## config.mk

```make
export PLATFORM = sky130hd
export DESIGN_NAME = tick_packet_source
export DESIGN_NICKNAME = d
export VERILOG_FILES = /design/src/rtl/tick_packet_source.sv
export SDC_FILE = /design/constraint.sdc
export NUM_CORES = 1
export LEC_CHECK = 0
export BUFFER_PORTS_ARGS = -buffer_cell sky130_fd_sc_hd__buf_2
export CAP_MARGIN = 20
export CORE_ASPECT_RATIO = 0.9
export CORE_MARGIN = 2
export CORE_UTILIZATION = 55
export CTS_CLUSTER_SIZE = 24
export DETAILED_ROUTE_END_ITERATION = 8
export PLACE_DENSITY = 0.88
export SLEW_MARGIN = 10
export SYNTH_ARGS = -nofsm -noshare
export SYNTH_HDL_FRONTEND = slang
export SYNTH_SLANG_ARGS = --single-unit
export TNS_END_PERCENT = 50
```

## constraint.sdc

```tcl
create_clock -name clk -period 5.7 [get_ports clk]
set_clock_uncertainty 0.15 [all_clocks]
set_input_delay 1.14 -clock clk [delete_from_list [all_inputs] [get_ports clk]]
set_output_delay 1.14 -clock clk [all_outputs]
set_load 0.005 [all_outputs]
```

## src/rtl/tick_packet_source.sv

```systemverilog
module tick_packet_source #(
  parameter int DIV_W  = 16,
  parameter int SRC_W  = 4,
  parameter int ADDR_W = 16,
  parameter int DATA_W = 8,
  parameter int CTRL_W = 8,
  parameter int STAT_W = 4,
  parameter int unsigned SRC_ID = 1
) (
  input  logic              clk,
  input  logic              rst_n,
  input  logic              enable,
  input  logic [DIV_W-1:0]  half_period,
  output logic              pkt_valid,
  input  logic              pkt_ready,
  output logic [SRC_W-1:0]  pkt_src,
  output logic [ADDR_W-1:0] pkt_addr,
  output logic [DATA_W-1:0] pkt_data,
  output logic [CTRL_W-1:0] pkt_ctrl,
  output logic [STAT_W-1:0] pkt_status
);

  logic [DIV_W-1:0] cnt;
  logic             valid_q;
  logic             tick_q;

  wire [DIV_W-1:0] limit = (half_period == '0) ? DIV_W'(1) : half_period;
  wire             due   = (cnt >= limit - DIV_W'(1));
  wire             take  = valid_q && pkt_ready;

  always_ff @(posedge clk or negedge rst_n) begin
    if (!rst_n) begin
      cnt     <= '0;
      valid_q <= 1'b0;
      tick_q  <= 1'b1;
    end else if (take) begin
      valid_q <= 1'b0;
      tick_q  <= ~tick_q;
    end else if (!valid_q) begin
      if (!enable) begin
        cnt    <= '0;
        tick_q <= 1'b1;
      end else if (due) begin
        cnt     <= '0;
        valid_q <= 1'b1;
      end else begin
        cnt <= cnt + DIV_W'(1);
      end
    end
  end

  assign pkt_valid  = valid_q;
  assign pkt_src    = valid_q ? SRC_W'(SRC_ID) : '0;
  assign pkt_addr   = '0;
  assign pkt_data   = '0;
  assign pkt_status = '0;
  assign pkt_ctrl   = {{(CTRL_W-1){1'b0}}, valid_q & tick_q};

endmodule


```

==> run metrics <==
outcome=completed; RSZ-0062 raised after global routing=no; Inserted Clock Buffers=3; Max VDD drop=0.0987 mV; # fillers=319; worst path required time=roughly 5.7 ns; placed cells=roughly 290; first-pass GRT wire length=5740 µm; Core Util, Final=a little under 60%; DIE AREA=3870 µm²; Crit path arrival time=5.06 ns; Max Cap Violations=0; synth warn=0; die height=slightly below 60 µm; Final Wtd Congestion=0.816; Tot GR Track Use=18.7%; crit end category=register; post-route ant nets=0; asr flop ratio synth=100%; Synth Instances=230; Hold Crit Class=register to register; fin crit share=88.3%; largest net degree at the start of global routing=19; post-synthesis register bit count=18; H-tree Lvls=1; grt total ovfl=0; max frequency=199 MHz; nets@finish=290; Final Hold Fails=0; Chip Width=65.4 µm; syn_area_per_cell=8.11 µm²; drt initial violations=between 150 and 200; Sum Neg Setup Slack=0 ns; Vias/cell=5.34; Synth Flop Type=dfrtp_1; Setup Fix Bufs, Post-CTS=0; total wire length=3490 µm; register area share after synthesis=24.2%; share of layout cells above drive strength 1=approximately 12%; hpwl dp=2860 µm; Yosys cell types=42; hold_buf cts=0; Final Max Tran Viols=0; Finished Layout Cells=295; top cells by area, synth=dfrtp_1 (23%), buf_4 (16%), ha_1 (12%); CP Max Fanout=15; Final Worst Setup Slack=0.668 ns; Syn-to-layout area delta=2.35%; clock buffer depth=2; IO Port Bufs=22; cell area after synthesis=approximately 1900 µm²; Yosys top cell by area=dfrtp_1; Power Dens Cells=about 160 nW/µm²; leakage power=around 0.00094 µW; share of the synthesized area in the top cell type=22.8%; cell row count=20; worst-margin pin slew=0.503 ns; CTS clk-pin slew, worst paths=0.07 ns; insertion delay to the later sink of the worst-skew pair=between 0.2 and 0.3 ns; CTS root buffer=clkbuf_8; most frequent cells in the layout=conb_1 (38), nand2_1 (30), buf_2 (22); DP Worst Slack=0.435 ns; Worst slew margin=between 60% and 70%; final setup fails=0; post-route DRC violation count=0; vias in the first global route=between 1,000 and 1,500; routed len/inst=11.8 µm; IO Pins=61; initial antenna violation count=0; TritonCTS Sinks=18; Ant. Diodes=0; post_cts resized=0; commonest non-fill, non-tap cell in the layout=conb_1; vias=1,575; Post-synth EDFFs=0; CP Launch Type=input pin; Tmin final=5.03 ns; Initial Utilization=56.4%; Initial DRT Pass Iterations=4; Crit Path Class=input pin to register; core area=3300 µm²; CTS tree=done; total power=305 µW
[power breakdown]
part / switching, µW / internal, µW
Combinational: 36.8 / 24.8
Sequential: 6.64 / 133
Clock: 42.7 / 61.4
[logic make-up after synthesis]
kind of cell	after synthesis	synth area share, %
AND/OR/NAND/NOR	86	23.2
AO/OA/AOI/OAI	47	16.1
adder cells (fa/ha/maj)	18	12.1
buffers and inverters	47	18.1
other	1	0.201
flip-flops	18	24.2
XOR/XNOR	13	6.11
[final cells by class]
type	instances	area, µm²	share of cell area [%]
inverter	4	15.0	0.787
timing repair buffer	23	118	6.16
clock buffer	4	55.1	2.89
multi-input combinational	202	1210	63.6
tap	44	55.1	2.89
sequential	18	452	23.7
[state kept, by name, summed over array words and instances (netlist names)]
| name | cells |
|---|---|
| pkt_valid | 1 |
| tick_q | 1 |
| cnt | 16 |
[synthesized netlist by cell type, types with 4 or more instances]
cell type	instances
o21ai_0	9
xnor2_1	9
dfrtp_1	17
nand2_1	30
nor3_1	11
nand3_1	8
a31oi_1	10
buf_4	39
xor2_1	4
and3_1	4
a21oi_1	12
nor2_1	15
inv_1	4
ha_1	18
[path summary, 6_finish.rpt]
check                          startpoint  slack (ns)  endpoint  cells past startpoint
setup / recovery           half_period[6]        0.67    cnt[8]                     16
hold / removal                     tick_q        0.37    tick_q                      2
setup reg to reg                   cnt[1]        2.89    cnt[8]                      8
hold reg to reg                    tick_q        0.37    tick_q                      2
min in group asynchronous           rst_n        0.65    cnt[9]                      1
max in group asynchronous           rst_n        4.43    tick_q                      1
[critical path, stage by stage]
cell	delay, ns
buf_2	0.13
or4_1	0.58
nor4_2	0.34
a31oi_1	0.19
ha_1	0.27
nand3b_1	0.21
nor3b_1	0.10
xnor2_1	0.13
ha_1	0.32
nand4_1	0.16
nor3_1	0.09
a211o_1	0.31
nor4_4	0.43
buf_4	0.29
or2b_1	0.24
a31oi_1	0.15
[metrics by stage]
step                hold slack (ns)  area, µm²
detailed placement            0.363       1850
global placement              0.340       1850
global route                  0.413       1910
floorplan                     0.309       2000
finish                        0.366       1910
CTS                           0.370       1910
[layer usage]
layer / vias up / global-route usage, % / share of wire [%]
li1: 785 / - / -
met4: 0 / 2.68 / 0
met5: - / 0 / 0
met1: 739 / 25.3 / 43
met2: 51 / 32.1 / 51
met3: 0 / 3.42 / 6.4
Power figures use the tool's default switching activity.
